## config.mk

```make
export PLATFORM = sky130hd
export DESIGN_NAME = sw_start_reg
export DESIGN_NICKNAME = d
export VERILOG_FILES = /design/src/rtl/swtrig_pkg.sv /design/src/rtl/swtrig_qualify.sv /design/src/rtl/swtrig_flags.sv /design/src/rtl/swtrig_addr.sv /design/src/rtl/sw_start_reg.sv
export SDC_FILE = /design/constraint.sdc
export NUM_CORES = 1
export LEC_CHECK = 0
export BUFFER_PORTS_ARGS = -buffer_cell sky130_fd_sc_hd__buf_2
export CORE_MARGIN = 2
export CORE_UTILIZATION = 46
export CTS_BUF_LIST = sky130_fd_sc_hd__clkbuf_4
export DETAILED_ROUTE_END_ITERATION = 6
export PLACE_DENSITY = 0.87
export SYNTH_ARGS = -nofsm -noshare
export SYNTH_HDL_FRONTEND = slang
export SYNTH_SLANG_ARGS = --single-unit
```

## constraint.sdc

```tcl
create_clock -name clk -period 5.1 [get_ports clk]
set_clock_uncertainty 0.15 [all_clocks]
set_input_delay 0.51 -clock clk [delete_from_list [all_inputs] [get_ports clk]]
set_output_delay 0.51 -clock clk [all_outputs]
set_load 0.02 [all_outputs]
```

## src/rtl/swtrig_pkg.sv

```systemverilog
// Package: shared constants and types for the software-start trigger register.
// Assumes a 2-bit engine mode where all-zero means normal operation.
package swtrig_pkg;

    localparam int MODE_W = 2;

    typedef enum logic [MODE_W-1:0] {
        MODE_NORMAL = 2'b00,
        MODE_ALT1   = 2'b01,
        MODE_ALT2   = 2'b10,
        MODE_ALT3   = 2'b11
    } eng_mode_e;

    // Engine completion events toward the register.
    typedef struct packed {
        logic norm_end;
        logic abort;
        logic wait_trig;
    } eng_evt_t;

endpackage

```

## src/rtl/swtrig_qualify.sv

```systemverilog
// Module: decides whether a bus write is an accepted start trigger.
// Assumes the pointer field sits in the upper halfword, so only an
// upper-halfword byte-enable pattern may trigger.
module swtrig_qualify
    import swtrig_pkg::*;
#(
    parameter int BE_W = 4
) (
    input  logic              wr_en,
    input  logic [BE_W-1:0]   wr_be,
    input  logic [MODE_W-1:0] eng_mode,
    input  logic              eng_estop,
    input  logic              req_q,
    output logic              accept
);

    localparam int HALF_BE = BE_W / 2;
    localparam logic [BE_W-1:0] TRIG_BE = {{HALF_BE{1'b1}}, {HALF_BE{1'b0}}};

    logic lane_ok;
    logic engine_ok;

    // Only the exact upper-halfword enable pattern counts as a trigger.
    always_comb lane_ok = wr_en && (wr_be == TRIG_BE);

    // Engine must be idle for software work, normal mode, and not halted.
    always_comb engine_ok = !req_q && (eng_mode == MODE_NORMAL) && !eng_estop;

    // Final acceptance.
    always_comb accept = lane_ok && engine_ok;

endmodule

```

## src/rtl/swtrig_flags.sv

```systemverilog
// Module: holds the pointer, request flag and status flag.
// Assumes accept cannot coincide with a chain load (chain needs req=1,
// accept needs req=0); priority is accept > other updates regardless.
module swtrig_flags
    import swtrig_pkg::*;
#(
    parameter int PTR_W = 14
) (
    input  logic             clk,
    input  logic             rst_n,
    input  logic             accept,
    input  logic [PTR_W-1:0] wr_ptr,
    input  logic             chain_load,
    input  logic [PTR_W-1:0] chain_ptr,
    input  eng_evt_t         evt,
    input  logic             clr_cmd,
    output logic [PTR_W-1:0] ptr_q,
    output logic             req_q,
    output logic             st_q
);

    logic any_end;

    // Any event that finishes or parks the software transfer.
    always_comb any_end = evt.norm_end || evt.abort || evt.wait_trig;

    // Pointer register: loaded by a trigger, replaced by a chain start.
    always_ff @(posedge clk) begin
        if (!rst_n) begin
            ptr_q <= '0;
        end else if (accept) begin
            ptr_q <= wr_ptr;
        end else if (chain_load && req_q) begin
            ptr_q <= chain_ptr;
        end
    end

    // Request flag: set by trigger, dropped by any end event.
    always_ff @(posedge clk) begin
        if (!rst_n) begin
            req_q <= 1'b0;
        end else if (accept) begin
            req_q <= 1'b1;
        end else if (any_end) begin
            req_q <= 1'b0;
        end
    end

    // Status flag: cleared by trigger or commands, set only by normal end.
    always_ff @(posedge clk) begin
        if (!rst_n) begin
            st_q <= 1'b0;
        end else if (accept || clr_cmd) begin
            st_q <= 1'b0;
        end else if (evt.norm_end) begin
            st_q <= 1'b1;
        end
    end

endmodule

```

## src/rtl/swtrig_addr.sv

```systemverilog
// Module: forms the descriptor address as base plus zero-extended pointer.
// Assumes the address is at least as wide as the pointer; wraps modulo 2^ADDR_W.
module swtrig_addr #(
    parameter int ADDR_W = 32,
    parameter int PTR_W  = 14
) (
    input  logic [ADDR_W-1:0] base,
    input  logic [PTR_W-1:0]  ptr,
    output logic [ADDR_W-1:0] addr
);

    logic [ADDR_W-1:0] ptr_ext;

    // Zero-extend the pointer; the variant depends on relative widths.
    generate
        if (ADDR_W > PTR_W) begin : g_ext
            always_comb ptr_ext = {{(ADDR_W-PTR_W){1'b0}}, ptr};
        end else begin : g_same
            always_comb ptr_ext = ptr[ADDR_W-1:0];
        end
    endgenerate

    // Address sum.
    always_comb addr = base + ptr_ext;

endmodule

```

## src/rtl/sw_start_reg.sv

```systemverilog
// Module: software-start trigger register of a DMA engine (top).
// Assumes a DATA_W-bit register with the pointer at PTR_LSB, request flag
// above it and status flag at the top bit; the low field reads as zero.
module sw_start_reg
    import swtrig_pkg::*;
#(
    parameter int DATA_W  = 32,
    parameter int PTR_W   = 14,
    parameter int PTR_LSB = 16,
    parameter int ADDR_W  = 32
) (
    input  logic                clk,
    input  logic                rst_n,
    input  logic                wr_en,
    input  logic [DATA_W/8-1:0] wr_be,
    input  logic [DATA_W-1:0]   wr_data,
    output logic [DATA_W-1:0]   rd_data,
    input  logic [MODE_W-1:0]   eng_mode,
    input  logic                eng_estop,
    input  logic                evt_norm_end,
    input  logic                evt_abort,
    input  logic                evt_wait,
    input  logic                chain_load,
    input  logic [PTR_W-1:0]    chain_ptr,
    input  logic                cmd_swclr,
    input  logic                cmd_standby,
    input  logic                irq_en,
    input  logic [ADDR_W-1:0]   desc_base,
    output logic                sw_req,
    output logic [ADDR_W-1:0]   desc_addr,
    output logic                irq
);

    localparam int BE_W    = DATA_W / 8;
    localparam int PTR_MSB = PTR_LSB + PTR_W - 1;
    localparam int REQ_BIT = PTR_MSB + 1;
    localparam int ST_BIT  = REQ_BIT + 1;

    logic             accept;
    logic [PTR_W-1:0] ptr_q;
    logic             req_q;
    logic             st_q;
    eng_evt_t         evt;
    logic             clr_cmd;
    logic             unused_wr_bits;

    // Write-data bits outside the pointer field carry no meaning.
    assign unused_wr_bits = ^{wr_data[DATA_W-1:REQ_BIT], wr_data[PTR_LSB-1:0]};

    // Bundle engine events and clear commands.
    always_comb begin
        evt.norm_end  = evt_norm_end;
        evt.abort     = evt_abort;
        evt.wait_trig = evt_wait;
        clr_cmd       = cmd_swclr || cmd_standby;
    end

    swtrig_qualify #(
        .BE_W (BE_W)
    ) u_qualify (
        .wr_en     (wr_en),
        .wr_be     (wr_be),
        .eng_mode  (eng_mode),
        .eng_estop (eng_estop),
        .req_q     (req_q),
        .accept    (accept)
    );

    swtrig_flags #(
        .PTR_W (PTR_W)
    ) u_flags (
        .clk        (clk),
        .rst_n      (rst_n),
        .accept     (accept),
        .wr_ptr     (wr_data[PTR_MSB:PTR_LSB]),
        .chain_load (chain_load),
        .chain_ptr  (chain_ptr),
        .evt        (evt),
        .clr_cmd    (clr_cmd),
        .ptr_q      (ptr_q),
        .req_q      (req_q),
        .st_q       (st_q)
    );

    swtrig_addr #(
        .ADDR_W (ADDR_W),
        .PTR_W  (PTR_W)
    ) u_addr (
        .base (desc_base),
        .ptr  (ptr_q),
        .addr (desc_addr)
    );

    // Readback assembly: status, request, pointer; low field zero.
    always_comb begin
        rd_data                  = '0;
        rd_data[ST_BIT]          = st_q;
        rd_data[REQ_BIT]         = req_q;
        rd_data[PTR_MSB:PTR_LSB] = ptr_q;
    end

    // Outputs toward the engine and the interrupt controller.
    always_comb begin
        sw_req = req_q;
        irq    = irq_en && st_q;
    end

endmodule

```

==> flow_metrics.py <==
metrics = {
    "status": {
        "status": "finished clean",
    },
    "floorplanning": {
        "start_util_pct": 48.0,
        "rows": 25,
        "die_x_um": 74.5,
        "die-area_um2": 5540,
        "coreArea_um2": 4750,
        "fp.dieH_um": 74.5,
        "io_pins": 161,
    },
    "sta": {
        "slew_headroom_pct": 41.9,
        "hold_viol_final": 0,
        "fin_crit_ns": 3.57,
        "fin_tns_setup_ns": 0,
        "worst_pin_slew_ns": 0.866,
        "setup_violations": 0,
        "rsz0062_at_grt": "no",
        "slew_violations": 0,
        "clock.fmax_mhz": 280,
        "finalCritPeriodShare_pct": 70.0,
    },
    "layout": {
        "nets": 526,
        "fin_cells": 482,
        "drive_above_1_share_pct": 34.2,
        "area_delta_synth_final_pct": 25.8,
        "n_antenna_cell": 0,
        "num-fill-cells": 439,
    },
    "place": {
        "port-buffer-count": 126,
        "gpl.final_weighted_congestion": 0.903,
        "dp_hpwl_um": 5610,
        "dpl.cell_count": 478,
    },
    "critical_path": {
        "crit_path_end_kind": "primary output",
        "critPathBufInv": 1,
        "cp_data_required_time_ns": 4.44,
        "cp_cell_sequence": "ha_1, fa_1, a21o_1, a22o_1, a21oi_1, nand3_1, a2bb2oi_1, buf_2",
        "slowest_stage": "a21oi_1",
        "slowest_delay_ns": 0.60,
        "critPathMaxFanout": 11,
        "start_kind": "register",
        "worstPathArrival_ns": 2.91,
        "critPathKind": "reg2out",
        "path_delay_family": "compound AO/OA/AOI/OAI gates",
    },
    "clock_network": {
        "clk_latency_ns": 0.30,
        "cts.path.max_buffers": 2,
        "cts_resized": 0,
        "ctsHoldBuffers": 0,
        "clkTransAtPathRegs_ns": 0.09,
        "clock_sinks": 16,
        "root_buffer": "clkbuf_4",
        "cts_tree": "yes",
        "htree_levels": 1,
        "post_cts_buffers": 0,
        "cts_made_buffers": 3,
    },
    "logic_synthesis": {
        "synthCells": 305,
        "ys_top_cells_by_count": "35 x nand2_1, 19 x a21oi_1, 19 x buf_4, 16 x a22oi_1, 16 x dfxtp_1",
        "yosysSeqAreaShare_pct": 14.0,
        "yosys_warnings": 0,
        "synth_flop_cell": "dfxtp_1",
        "yosysTopAreaCellShare_pct": 14.0,
        "synth.top_cells.by_area": "dfxtp_1 14%, ha_1 7.7%, buf_4 6.2%",
        "synth.distinct_cells": 60,
        "syn_avg_cell_area_um2": 7.49,
        "synth_top_area_cell": "dfxtp_1",
        "synth-edff-count": 0,
        "yosysMostFrequentCell": "nand2_1",
        "ys_async_sr_fraction_pct": 0,
        "synthesis.area_um2": 2280,
        "ys_ff_latch": 16,
    },
    "route": {
        "drc": 0,
        "via_per_inst": 5.56,
        "totalWireLength_um": 6720,
        "post_drt_wl_per_cell_um": 13.9,
        "dr.pass1.iters": 4,
        "drt_iter0_drc": 125,
        "drtAntennaViolNets": 0,
        "num_vias": 2682,
    },
    "power_and_ir_drop": {
        "powerDensity_nw_per_um2": 114,
        "p_total_w": 0.000328,
        "p_leak_nw": 1.34,
        "vdd_drop_max_mv": 0.147,
    },
    "global_route": {
        "grt_util_met1_pct": 28.2,
        "grt.busiest_layer": "met2",
        "antenna_found_initial": 0,
        "track_usage_pct": 24.1,
        "use_met2_pct": 45.9,
        "grt_pass1_vias": 2429,
        "grt_max_degree": 18,
        "grt_first_pass_wirelength_um": 10700,
        "globalRouteMet3Util_pct": 3.79,
        "grt_overflow": 0,
    },
    "worst_hold_path": {
        "hp-class": "in2reg",
    },
    "flow_run": {
        "drv_cap": 0,
    },
}
path summary, 6_finish.rpt:
path | from | to | slack, ns | cells after the start
max reg2reg | u_flags.req_q | u_flags.ptr_q[3] | 2.70 | 5
min | cmd_swclr | u_flags.st_q | 0.31 | 4
min reg2reg | u_flags.ptr_q[10] | u_flags.ptr_q[10] | 0.33 | 2
max | u_flags.ptr_q[0] | desc_addr[20] | 1.53 | 8
layout make-up:
class,instances,area [µm²],share of cell area (%)
inverter,5,18.8,0.654
tap,67,83.8,2.92
clock inverter,1,3.75,0.131
sequential,16,320,11.2
multi-input combinational,264,1790,62.4
timing repair buffer,126,631,22.0
clock buffer,3,22.5,0.784
flip-flops by register name, indices dropped and copies added, names as in the netlist:
signal         cells
u_flags.ptr_q     14
u_flags.st_q       1
u_flags.req_q      1
routing by layer:
layer / routed length [µm] / vias to the layer above
met2: 3500 / 116
met4: 47 / 0
met1: 2650 / 1222
met3: 520 / 7
met5: 0 / -
li1: - / 1337
tightest hold or removal path: stages:
cell and delay [ns]:
buf_2 0.07, nor2_1 0.03, o211ai_1 0.07, nor2_1 0.04
placed cells by master (no fill, tap or decap), types with 4 or more instances in the layout:
| master | netlist | final |
|---|---|---|
| a22oi_1 | 16 | 16 |
| and2_1 | 5 | 5 |
| a21oi_1 | 19 | 19 |
| o211ai_1 | 6 | 6 |
| a21boi_0 | 7 | 7 |
| nand2_1 | 35 | 35 |
| nand4_1 | 12 | 12 |
| inv_1 | 5 | 5 |
| nor2_1 | 12 | 12 |
| buf_2 | 5 | 126 |
| and3_1 | 4 | 4 |
| ha_1 | 14 | 14 |
| o21ai_0 | 7 | 7 |
| nor4_1 | 5 | 5 |
| xnor2_1 | 13 | 13 |
| a21boi_1 | 8 | 8 |
| conb_1 | 1 | 16 |
| dfxtp_1 | 16 | 16 |
| nor3_1 | 8 | 8 |
| xor2_1 | 9 | 9 |
| or3_1 | 4 | 4 |
| nand3_1 | 12 | 12 |
stage by stage:
| step | util (%) | area [µm²] | hold slack (ns) | setup slack, ns |
|---|---|---|---|---|
| after floorplan | - | 2340 | 0.359 | 1.61 |
| after global placement | 59.8 | 2850 | 0.318 | 1.66 |
| after detailed placement | 59.8 | 2850 | 0.321 | 1.62 |
| after CTS | 60.4 | 2870 | 0.318 | 1.53 |
| after global routing | 60.4 | 2870 | 0.326 | 1.29 |
| final | 60.4 | 2870 | 0.309 | 1.53 |
report_power, final:
part / leakage [nW] / switching, W / internal, W
logic: 1.20 / 0.0000789 / 0.0000515
registers: 0.129 / 0.000000498 / 0.000125
clock network: 0.0154 / 0.0000428 / 0.0000286
total: 1.34 / 0.000122 / 0.000206
cells by family (layout without fill, tap and decap cells):
kind of cell             count (synthesis)  after routing  share of synthesized area, %
adder cells (fa/ha/maj)                 15             15                          8.55
flip-flops                              16             16                          14.0
buffers and inverters                   40            135                          9.97
AO/OA/AOI/OAI                           93             93                          29.6
XOR/XNOR                                22             22                          8.44
AND/OR/NAND/NOR                        117            117                          28.8
multiplexers                             1              1                         0.438
other                                    1             16                         0.164
No activity file was read; power rests on OpenSTA's default activity.
